$ cat config.mk
export PLATFORM = sky130hd
export DESIGN_NAME = boot_fetch_adapter
export DESIGN_NICKNAME = d
export VERILOG_FILES = /design/src/rtl/bfa_pkg.sv /design/src/rtl/bfa_strap_latch.sv /design/src/rtl/bfa_half_pack.sv /design/src/rtl/bfa_beat_seq.sv /design/src/rtl/boot_fetch_adapter.sv
export SDC_FILE = /design/constraint.sdc
export NUM_CORES = 1
export LEC_CHECK = 0
export BUFFER_PORTS_ARGS = -buffer_cell sky130_fd_sc_hd__clkbuf_2
export CORE_ASPECT_RATIO = 0.8
export CORE_MARGIN = 2
export CORE_UTILIZATION = 52
export DETAILED_ROUTE_END_ITERATION = 8
export GPL_TIMING_DRIVEN = 1
export PLACE_DENSITY = 0.85
export SYNTH_ARGS = -nofsm -noshare
export SYNTH_HDL_FRONTEND = slang
export SYNTH_SLANG_ARGS = --single-unit
$ cat constraint.sdc
create_clock -name clk -period 2.97 [get_ports clk]
set_input_delay 0.297 -clock clk [delete_from_list [all_inputs] [get_ports clk]]
set_output_delay 0.297 -clock clk [all_outputs]
set_load 0.01 [all_outputs]
$ cat src/rtl/bfa_pkg.sv
package bfa_pkg;

   typedef enum logic [1:0] {
      BM_ROM32 = 2'd0,
      BM_ROM16 = 2'd1,
      BM_NONE  = 2'd2
   } boot_mode_t;

   typedef enum logic [1:0] {
      ST_IDLE  = 2'd0,
      ST_BEAT0 = 2'd1,
      ST_BEAT1 = 2'd2,
      ST_RESP  = 2'd3
   } seq_state_t;

endpackage

$ cat src/rtl/bfa_strap_latch.sv
module bfa_strap_latch
   import bfa_pkg::*;
#(
   parameter int STRAP_W    = 3,
   parameter int ROM32_CODE = 0,
   parameter int ROM16_CODE = 1
) (
   input  logic               clk,
   input  logic               rst_n,
   input  logic [STRAP_W-1:0] strap_in,
   output boot_mode_t         mode,
   output logic               unsupported
);

   logic [STRAP_W-1:0] strap_q;

   // sampled on every edge while reset is held, frozen afterwards
   always_ff @(posedge clk) begin
      if (!rst_n) strap_q <= strap_in;
   end

   always_comb begin
      if (strap_q == STRAP_W'(ROM32_CODE))      mode = BM_ROM32;
      else if (strap_q == STRAP_W'(ROM16_CODE)) mode = BM_ROM16;
      else                                      mode = BM_NONE;
   end

   assign unsupported = (mode == BM_NONE);

endmodule

$ cat src/rtl/bfa_half_pack.sv
module bfa_half_pack #(
   parameter int DATA_W = 32
) (
   input  logic [DATA_W/2-1:0] first_half,
   input  logic [DATA_W/2-1:0] second_half,
   input  logic                big_end,
   output logic [DATA_W-1:0]   word
);

   localparam int HALF_W = DATA_W / 2;

   // lane h takes the first-read halfword when its position matches the order
   for (genvar h = 0; h < 2; h++) begin : g_lane
      assign word[h*HALF_W +: HALF_W] = ((h == 1) == big_end) ? first_half : second_half;
   end

endmodule

$ cat src/rtl/bfa_beat_seq.sv
module bfa_beat_seq
   import bfa_pkg::*;
#(
   parameter int ADDR_W   = 32,
   parameter int DATA_W   = 32,
   parameter int SEG_BITS = 3
) (
   input  logic              clk,
   input  logic              rst_n,
   input  boot_mode_t        mode,
   input  logic              big_end,
   input  logic              fetch_valid,
   output logic              fetch_ready,
   input  logic [ADDR_W-1:0] fetch_addr,
   output logic              resp_valid,
   input  logic              resp_ready,
   output logic [DATA_W-1:0] resp_data,
   output logic              bus_req,
   output logic [ADDR_W-1:0] bus_addr,
   output logic              bus_wide,
   input  logic              bus_ack,
   input  logic [DATA_W-1:0] bus_rdata
);

   localparam int HALF_W   = DATA_W / 2;
   localparam int ALIGN    = $clog2(DATA_W / 8);
   localparam int HALF_OFS = DATA_W / 16;

   seq_state_t        state_q;
   logic [ADDR_W-1:0] base_q;
   logic [HALF_W-1:0] first_q;
   logic [DATA_W-1:0] word_q;
   logic [DATA_W-1:0] joined;
   logic [ADDR_W-1:0] phys_word;
   logic              unused_bits;

   assign phys_word = {{SEG_BITS{1'b0}}, fetch_addr[ADDR_W-SEG_BITS-1:ALIGN], {ALIGN{1'b0}}};
   assign unused_bits = ^{fetch_addr[ADDR_W-1 -: SEG_BITS], fetch_addr[ALIGN-1:0]};

   bfa_half_pack #(.DATA_W(DATA_W)) pack_i (
      .first_half  (first_q),
      .second_half (bus_rdata[HALF_W-1:0]),
      .big_end     (big_end),
      .word        (joined)
   );

   always_ff @(posedge clk) begin
      if (!rst_n) begin
         state_q <= ST_IDLE;
         base_q  <= '0;
         first_q <= '0;
         word_q  <= '0;
      end else begin
         case (state_q)
            ST_IDLE: begin
               if (fetch_valid && fetch_ready) begin
                  base_q  <= phys_word;
                  state_q <= ST_BEAT0;
               end
            end
            ST_BEAT0: begin
               if (bus_ack) begin
                  if (mode == BM_ROM32) begin
                     word_q  <= bus_rdata;
                     state_q <= ST_RESP;
                  end else begin
                     first_q <= bus_rdata[HALF_W-1:0];
                     state_q <= ST_BEAT1;
                  end
               end
            end
            ST_BEAT1: begin
               if (bus_ack) begin
                  word_q  <= joined;
                  state_q <= ST_RESP;
               end
            end
            default: begin
               if (resp_ready) state_q <= ST_IDLE;
            end
         endcase
      end
   end

   assign fetch_ready = (state_q == ST_IDLE) && (mode != BM_NONE);
   assign bus_req     = (state_q == ST_BEAT0) || (state_q == ST_BEAT1);
   assign bus_addr    = (state_q == ST_BEAT1) ? base_q + ADDR_W'(HALF_OFS) : base_q;
   assign bus_wide    = (mode == BM_ROM32);
   assign resp_valid  = (state_q == ST_RESP);
   assign resp_data   = word_q;

endmodule

$ cat src/rtl/boot_fetch_adapter.sv
module boot_fetch_adapter
   import bfa_pkg::*;
#(
   parameter int ADDR_W     = 32,
   parameter int DATA_W     = 32,
   parameter int SEG_BITS   = 3,
   parameter int STRAP_W    = 3,
   parameter int ROM32_CODE = 0,
   parameter int ROM16_CODE = 1
) (
   input  logic               clk,
   input  logic               rst_n,
   input  logic [STRAP_W-1:0] boot_strap,
   input  logic               endian_wr,
   input  logic               endian_big,
   input  logic               fetch_valid,
   output logic               fetch_ready,
   input  logic [ADDR_W-1:0]  fetch_addr,
   output logic               resp_valid,
   input  logic               resp_ready,
   output logic [DATA_W-1:0]  resp_data,
   output logic               bus_req,
   output logic [ADDR_W-1:0]  bus_addr,
   output logic               bus_wide,
   input  logic               bus_ack,
   input  logic [DATA_W-1:0]  bus_rdata,
   output logic               boot_err
);

   if (DATA_W % 16 != 0 || DATA_W < 16) begin : g_bad_data_w
      $error("DATA_W must be a multiple of 16");
   end
   if (ADDR_W <= SEG_BITS + $clog2(DATA_W / 8)) begin : g_bad_addr_w
      $error("ADDR_W too small for segment and alignment bits");
   end
   if (ROM32_CODE == ROM16_CODE || ROM32_CODE >= (1 << STRAP_W) || ROM16_CODE >= (1 << STRAP_W)) begin : g_bad_codes
      $error("strap codes must differ and fit in STRAP_W");
   end

   boot_mode_t mode;
   logic       big_q;

   // byte order: little-endian after every reset, software may overwrite
   always_ff @(posedge clk) begin
      if (!rst_n)         big_q <= 1'b0;
      else if (endian_wr) big_q <= endian_big;
   end

   bfa_strap_latch #(
      .STRAP_W    (STRAP_W),
      .ROM32_CODE (ROM32_CODE),
      .ROM16_CODE (ROM16_CODE)
   ) strap_i (
      .clk         (clk),
      .rst_n       (rst_n),
      .strap_in    (boot_strap),
      .mode        (mode),
      .unsupported (boot_err)
   );

   bfa_beat_seq #(
      .ADDR_W   (ADDR_W),
      .DATA_W   (DATA_W),
      .SEG_BITS (SEG_BITS)
   ) seq_i (
      .clk         (clk),
      .rst_n       (rst_n),
      .mode        (mode),
      .big_end     (big_q),
      .fetch_valid (fetch_valid),
      .fetch_ready (fetch_ready),
      .fetch_addr  (fetch_addr),
      .resp_valid  (resp_valid),
      .resp_ready  (resp_ready),
      .resp_data   (resp_data),
      .bus_req     (bus_req),
      .bus_addr    (bus_addr),
      .bus_wide    (bus_wide),
      .bus_ack     (bus_ack),
      .bus_rdata   (bus_rdata)
   );

endmodule

---- Yosys cells after proc, flatten, opt, wreduce, memory -nomap -nowiden ----
Cells that the tools add are included.
word-level totals
  register bits after elaboration ......... 81
  bits in latches ......................... 0
  memory bits (writable) .................. 0
  ROM bits ................................ 0
  input port bits ......................... 74
  output and inout bits ................... 69
  logic and storage cells ................. 45
  memories ................................ 0
operators by class
  add/sub/neg operators ................... 1
  $mul .................................... 0
  div/mod/pow operators ................... 0
  order comparisons ....................... 0
  equal/unequal tests ..................... 10
  shifts and indexed selects .............. 0
  multiplexer cells ....................... 15
  bitwise operators ....................... 1
  reductions and logical operators ........ 12
operators with widths
  kind                                                                      count
  32-bit 2-to-1 mux                                                         4
  32-bit one-hot mux with 2 select lines                                    1
  16-bit 2-to-1 mux                                                         2
  29-bit by 2-bit adder with 30-bit output (second input constant)          1
  2-bit 2-to-1 mux                                                          6
  2-bit inequality test (second input constant)                             4
  4-bit AND reduction                                                       2
  2-bit == test (second input constant)                                     3
  2-bit one-hot mux with 3 select lines                                     1
  2-bit logical NOT                                                         2
  4-bit nonzero test                                                        1
  3-bit by 1-bit == test with 1-bit output (second input constant)          1
  3-bit logical NOT                                                         1
  3-bit AND reduction                                                       1
  2-bit by 1-bit == test with 1-bit output (second input constant)          1
  1-bit logical AND                                                         2
  2-bit by 1-bit inequality test with 1-bit output (second input constant)  1
  2-bit AND reduction                                                       1
  2-bit nonzero test                                                        1
  1-bit logical OR                                                          1
  1-bit 2-to-1 mux                                                          1
  1-bit inverter                                                            1

---- Depth between registers and ports, before layout ----
Gate-level depths: netlist of the first run.
  depth after elaboration ................. 8
  depth in mapped cells ................... 8
  gate-level depth less buffers ........... 6

---- Hierarchy ----
Synthesis of the first run repeated with hierarchy kept, for this count alone.
unflattened totals
  cells, all modules ...................... 409
  area total of the unflattened synthesis .. 3937.5 um^2
modules (own cells, without submodules)
  module              instances  cells each  area each (um^2)  sequential area each (um^2)
  bfa_beat_seq        1          363         3241.9            1541.5
  bfa_half_pack       1          36          544.3             0.0
  bfa_strap_latch     1          7           115.1             90.1
  boot_fetch_adapter  1          3           36.3              20.0

---- Worst setup path after synthesis of the first run ----
OpenSTA, ideal clock, no wires.
  path type ............................... register to register
  from .................................... register seq_i.state_q[0]
  to ...................................... register seq_i.state_q[0]
  library setup time ...................... 132 ps
  data arrival time ....................... 1827 ps
  data required time ...................... 2838 ps
  setup slack ............................. 1011 ps
  cell stages (with the launch flop) ...... 8
  path buffers ............................ 1
  period minus slack after synthesis ...... 1959 ps
  cells stage by stage .................... dfxtp_1 inv_1 ha_1 clkbuf_1 or2_2 a221oi_1 mux2i_1 nor2_1
on the way
  word-level cells in the longest chain between the ends .. 5
RTL lines
  item                                                        line                                    RTL
  start: declaration                                          bfa_beat_seq.sv:29                      seq_state_t state_q;
  start signal: assignment                                    bfa_beat_seq.sv:49                      state_q <= ST_IDLE;
  start signal: assignment                                    bfa_beat_seq.sv:58                      state_q <= ST_BEAT0;
  start signal: assignment                                    bfa_beat_seq.sv:65                      state_q <= ST_RESP;
  2-bit logical NOT                                           bfa_beat_seq.sv:54, bfa_beat_seq.sv:85
  1-bit logical AND                                           bfa_beat_seq.sv:85                      assign fetch_ready = (state_q == ST_IDLE) && (mode != BM_NONE);
  1-bit logical AND                                           bfa_beat_seq.sv:56                      if (fetch_valid && fetch_ready) begin
  2-bit by 1-bit inequality test with 1-bit output (no line)  n/a
  4-bit AND reduction (no line)                               n/a
Parallel ways exist; a longest one is shown, timed or not.
A chain may end at the register's enable or synchronous reset.

---- Final worst setup path of the first run ----
  from .................................... register seq_i.state_q[1]
  to ...................................... register seq_i.word_q[0], in the netlist seq_i.resp_data[0]
on the way
  word-level cells in the longest chain between the ends .. 3
RTL lines
  item                                                                              line                RTL
  2-bit by 1-bit == test with 1-bit output / 2-bit == test (equally long branches)  bfa_beat_seq.sv:54  case (state_q)
  2-bit inequality test (no line) / 2-bit nonzero test (equally long branches)      n/a
  4-bit AND reduction (no line)                                                     n/a
  end signal: assignment                                                            bfa_beat_seq.sv:64  word_q <= bus_rdata;
  end signal: assignment                                                            bfa_beat_seq.sv:74  word_q <= joined;
  end: declaration                                                                  bfa_beat_seq.sv:32  logic [DATA_W-1:0] word_q;
Parallel ways exist; a longest one is shown, timed or not.

==> impl_metrics.ini, run 1 <==
[run_status]
status = finished, final reports clean

[floorplanning]
initial_core_util = 0.544
die_y_um = 77.6
core_area_um2 = 6470
io_pins = 143
rows = 26
die_w_um = 96.0
dieArea_um2 = 7450

[logic_synthesis]
ys_warn_count = 0
yosys.cell_types.count = 31
synth-seq-area-share = 0.469
synth_edf_count = 3
ys_seq_elements = 81
synth.cell_area_um2 = 3520
synthFlopType = dfxtp_1
async_flop_share = 0
syn_inst = 409
synth_area_per_cell_um2 = 8.61

[timing]
post-route-min-period_ps = 2110
rsz0062_at_grt = no
fin_hold_ws_ps = 120
max-slew-margin-rel = 0.363
finalSetupTns_ps = 0
finalHoldViolations = 0
worst_slew_pin_slew_ps = 953
setup_ws_ps = 864
finalCritPeriodShare = 0.709
clock_skew_ps = 7.99
drv_slew = 0
setup_viol = 0
max_freq_mhz = 475

[critical_path]
crit_type = register to register
required_ps = 3230
cp-end-kind = register
worstSetupStartpointType = register
cp_max_fo = 64
worstPathArrival_ps = 2360

[grt]
grt_use_total = 0.242
grt_pass1_vias = 2933
antenna_found_initial = 0
met3_usage = 0.0757
grt_max_degree = 65
grt_pass1_wl_um = 14000
busiest_layer = met2
grtUsageMet2 = 0.367
grt_overflow = 0
grtUsageMet1 = 0.326

[place]
dp_slack_ps = 927
place_inst = 599
dpl.hpwl_um = 6340
dpl_cell_area_um2 = 4190
gp_congestion = 0.792
portBuffers = 133

[power_and_ir_drop]
peakVddDrop_mv = 0.372
p_per_area_nw_per_um2 = 640
p_leak_nw = 1.92
p_total_mw = 2.83

[min_path]
hold_path_class = input port to register

[cells_and_area]
drive_above_1_share = 0.324
post-route-util = 0.682
layout.nets = 605
layout_commonest_cell = clkbuf_2
syn_to_final_growth_pct = 25.5
diodes = 0
fin_area_um2 = 4420
mostFrequentLayoutCells = 133 x clkbuf_2, 118 x nand2_1, 78 x dfxtp_1, 44 x a21oi_1, 34 x mux2i_1
final_cells = 615

[cts]
post_cts_buffers = 0
cts_buffer_depth = 2
cts_max_level = 3
cts-root-buf = clkbuf_8
numCtsBuffers = 9
postCtsHoldBufs = 0
clock-sinks = 81
cts_resized = 0
clkTransAtPathRegs_ps = 90
cts_tree = yes
clk_latency_ps = 350

[detailed_routing]
routedWlPerCell_um = 14.2
viasPerCell = 5.28
drt_iter0_drc = 141
drtAntennaViolNets = 0
drt-pass1-iter-count = 5
dr_total_vias = 3250
routed_wirelength_um = 8740
drc = 0

[job]
drv_cap = 0
[power breakdown]
| part | internal (mW) | leakage (nW) | switching, mW | total, mW |
|---|---|---|---|---|
| combinational | 0.263 | 1.15 | 0.403 | 0.666 |
| clock | 0.481 | 0.111 | 0.419 | 0.900 |
| sequential | 1.19 | 0.661 | 0.0648 | 1.26 |
[synthesized netlist by cell type (2+ instances only)]
library cell,instances,area share
clkbuf_1,22,0.023
dfxtp_1,78,0.44
a21oi_1,44,0.063
ha_1,5,0.018
a211oi_2,12,0.043
edfxtp_1,3,0.026
nand2_1,118,0.13
nand2b_1,2,0.0036
buf_2,5,0.0071
o2111ai_1,16,0.040
buf_4,6,0.013
o21ai_0,16,0.023
buf_6,2,0.0064
mux2i_1,34,0.097
and3_1,2,0.0036
nand3_1,3,0.0043
inv_1,5,0.0053
nor2_1,20,0.021
a211oi_1,4,0.0085
[path summary, 6_finish.rpt]
path / startpoint / to / slack, ps / cells after the start
hold / removal: boot_strap[0] / strap_i.strap_q[0]$_DFFE_PN_ / 120 / 1
hold reg to reg: seq_i.base_q[28]$_SDFFE_PN0P_ / seq_i.base_q[28]$_SDFFE_PN0P_ / 460 / 2
setup / recovery: seq_i.state_q[1]$_SDFFE_PN0P_ / seq_i.resp_data[0]$_SDFFE_PN0P_ / 860 / 7
setup reg to reg: seq_i.state_q[1]$_SDFFE_PN0P_ / seq_i.resp_data[0]$_SDFFE_PN0P_ / 860 / 7
[critical path: stages (launching register included)]
cell and delay (ps):
dfxtp_1 350, inv_1 110, ha_1 250, or4b_4 520, a21oi_4 160, buf_12 280, nor2_1 70, a211oi_1 250
[sequential cells by signal (all words and copies together) (netlist names)]
register and cells:
big_q 1, seq_i.base_q 27, seq_i.first_q 16, seq_i.resp_data 32, seq_i.state_q 2, strap_i.strap_q 3
[routing by layer]
layer,up-vias,part of all wire,wire length (um)
met1,1485,0.43,3800
met3,18,0.072,629
met4,0,0.021,182
li1,1630,-,-
met5,-,0,0
met2,117,0.47,4130
[cell families (layout without fill, tap and decap cells)]
kind of cell	Yosys count	count (layout)	synth area share
mux	34	34	0.0967
flops	81	81	0.469
simple gates	151	151	0.172
other cells	1	4	0.00107
buf+inv	42	161	0.0576
fa+ha+maj	5	5	0.0178
compound gates	95	95	0.186
[final cells by class]
| cell class | instances | area [um2] |
|---|---|---|
| fillers | 538 | 2060 |
| multi-input cells | 289 | 1680 |
| flip-flops and latches | 81 | 1650 |
| repair buffers | 139 | 736 |
| clock buffers | 9 | 124 |
| well taps | 84 | 105 |
| clock inverters | 7 | 100 |
| inverters | 6 | 22.5 |
No activity file was read; power rests on OpenSTA's default activity.
==> run 2, diff against run 1 <==
ABC_AREA = 1   (was default)
CORE_UTILIZATION = 44   (was 52)
PLACE_DENSITY = 0.77   (was 0.85)
clock period = 1.88 ns   (was 2.97 ns; I/O delays follow)
==> impl_metrics.ini, run 2 <==
[critical_path]
reg2reg_to = seq_i.resp_data[15]$_SDFFE_PN0P_
r2r_cells = 7
crit_type = register to output pin
required_ps = 1690
cp_max_fo = 20
worstSetupStartpointType = register
cp-end-kind = output pin
crit_path_start = seq_i.state_q[1]$_SDFFE_PN0P_
endpoint = fetch_ready
reg2reg_from = seq_i.state_q[0]$_SDFFE_PN0P_
ff2ff_setup_slack_ps = 170
worstPathArrival_ps = 1560

[cts]
clkTransAtPathRegs_ps = 90
cts-root-buf = clkbuf_8
cts_max_level = 3
clk_latency_ps = 360
cts_buffer_depth = 2
clock-sinks = 81
cts_tree = yes
numCtsBuffers = 9

[detailed_routing]
drc = 0
viasPerCell = 5.02
drt_iter0_drc = 204
dr_total_vias = 3653
drtAntennaViolNets = 0
routed_wirelength_um = 9800
routedWlPerCell_um = 13.5
drt-pass1-iter-count = 5

[job]
drv_cap = 0

[run_status]
status = finished, final reports clean

[logic_synthesis]
yosys.cell_types.count = 22
async_flop_share = 0
synth_area_per_cell_um2 = 7.27
yosysMostFrequentCell = nand2_1
synth_top_cell_by_area = dfxtp_1
synth.cell_area_um2 = 3560
synth_edf_count = 3
synthFlopType = dfxtp_1
syn_inst = 490
ys_seq_elements = 81
synthTopCellsByCount = 100 x nand2_1, 78 x dfxtp_1, 70 x o21ai_0, 61 x a21oi_1, 60 x nor2_1
synth_top_area_frac = 0.438
synth-seq-area-share = 0.464
ys_top_cells_by_area = dfxtp_1 44%, nand2_1 11%, o21ai_0 9.8%
ys_warn_count = 0

[timing]
finalCritPeriodShare = 0.929
clock_skew_ps = 6.86
max_freq_mhz = 573
post-route-min-period_ps = 1750
rsz0062_at_grt = no
setup_viol = 0
finalHoldViolations = 0
finalSetupTns_ps = 0
drv_slew = 0

[floorplanning]
io_pins = 143
die_y_um = 84.5
initial_core_util = 0.450
dieArea_um2 = 8840
rows = 29
core_area_um2 = 7910
die_w_um = 105

[cells_and_area]
layout_commonest_cell = clkbuf_2
diodes = 0
syn_to_final_growth_pct = 27.0
drive_above_1_share = 0.279
mostFrequentLayoutCells = 133 x clkbuf_2, 100 x nand2_1, 78 x dfxtp_1, 70 x o21ai_0, 61 x a21oi_1
layout.nets = 694
largest_reg_flops = 32

[power_and_ir_drop]
p_leak_nw = 2.05
peakVddDrop_mv = 0.553
p_per_area_nw_per_um2 = 1210
p_total_mw = 5.46

[grt]
grt_pass1_vias = 3302
grt_overflow = 0
grt_use_total = 0.219
grt_pass1_wl_um = 15600
antenna_found_initial = 0
grt_max_degree = 41

[place]
portBuffers = 133
dpl.hpwl_um = 7020
gp_congestion = 0.859

[min_path]
hold_path_class = input port to register
## run 2: changes by cell type after synthesis, sizes merged, moves of 12 or more
cell     before  now
a211oi       16    0
a21oi        45   61
buf          13   25
clkbuf       23   11
inv           6   30
mux2i        34    0
nand2       118  103
nand3         3   29
nor2         20   64
o2111ai      16    0
o21ai        16   80
## run 2: logic make-up (layout without fill, tap and decap cells)
group	count (synthesis)	in the layout	share of synthesized area
flops	81	81	0.464
buf+inv	66	193	0.0938
other cells	1	4	0.00105
simple gates	196	196	0.226
compound gates	141	141	0.198
fa+ha+maj	5	5	0.0176
## run 2: stage by stage
step,hold WS (ps),area [um2],utilization,instances,setup WS (ps)
floorplan,287,3570,-,493,371
global placement,377,4240,0.536,708,234
detailed placement,370,4240,0.536,708,132
CTS,43.1,4510,0.570,728,71.2
global route,64.9,4530,0.572,728,0.565
finish,53.7,4530,0.572,728,134
## run 2: worst min path at each step
stage                     cells past startpoint     startpoint  slack [ps]                           end
after floorplan                               0  boot_strap[0]         290  strap_i.strap_q[0]$_DFFE_PN_
after global placement                        1  boot_strap[0]         380  strap_i.strap_q[0]$_DFFE_PN_
after detailed placement                      1  boot_strap[0]         370  strap_i.strap_q[0]$_DFFE_PN_
after CTS                                     3     endian_big          40            big_q$_SDFFE_PN0P_
after global routing                          3     endian_big          60            big_q$_SDFFE_PN0P_
final                                         3     endian_big          50            big_q$_SDFFE_PN0P_
## run 2: critical path: stages, from the launching register on
cell,delay (ps)
dfxtp_1,360
inv_1,100
ha_1,210
inv_1,90
nor2_4,100
buf_6,180
clkbuf_2,150
## run 2: power breakdown
part	internal (mW)	total, mW	switching (mW)
combinational	0.675	1.87	1.20
clock	0.786	1.44	0.657
sequential	1.99	2.14	0.149
total	3.45	5.46	2.00
## run 2: layout make-up
cell class              instances  area (um2)
fillers                       783        3380
flip-flops and latches         81        1650
clock buffers                  10         138
well taps                     108         135
clock inverters                 6        91.3
repair buffers                147         795
inverters                      30         115
multi-input cells             346        1600
## run 2: timing repair
item / CTS / global route
pin swaps: 1 / 0
hold buffers: 3 / 0
endpoints found under the hold margin: 3 / 0
setup endpoints to repair: 1 / 44
resized for setup: 1 / 4
buffers inserted: 1 / 0
## run 2: routing by layer
layer	routed length (um)	up-vias	track usage
met5	0	-	0
met4	145	0	0.0655
met3	618	14	0.0489
met2	4630	148	0.358
met1	4410	1645	0.294
li1	-	1846	-
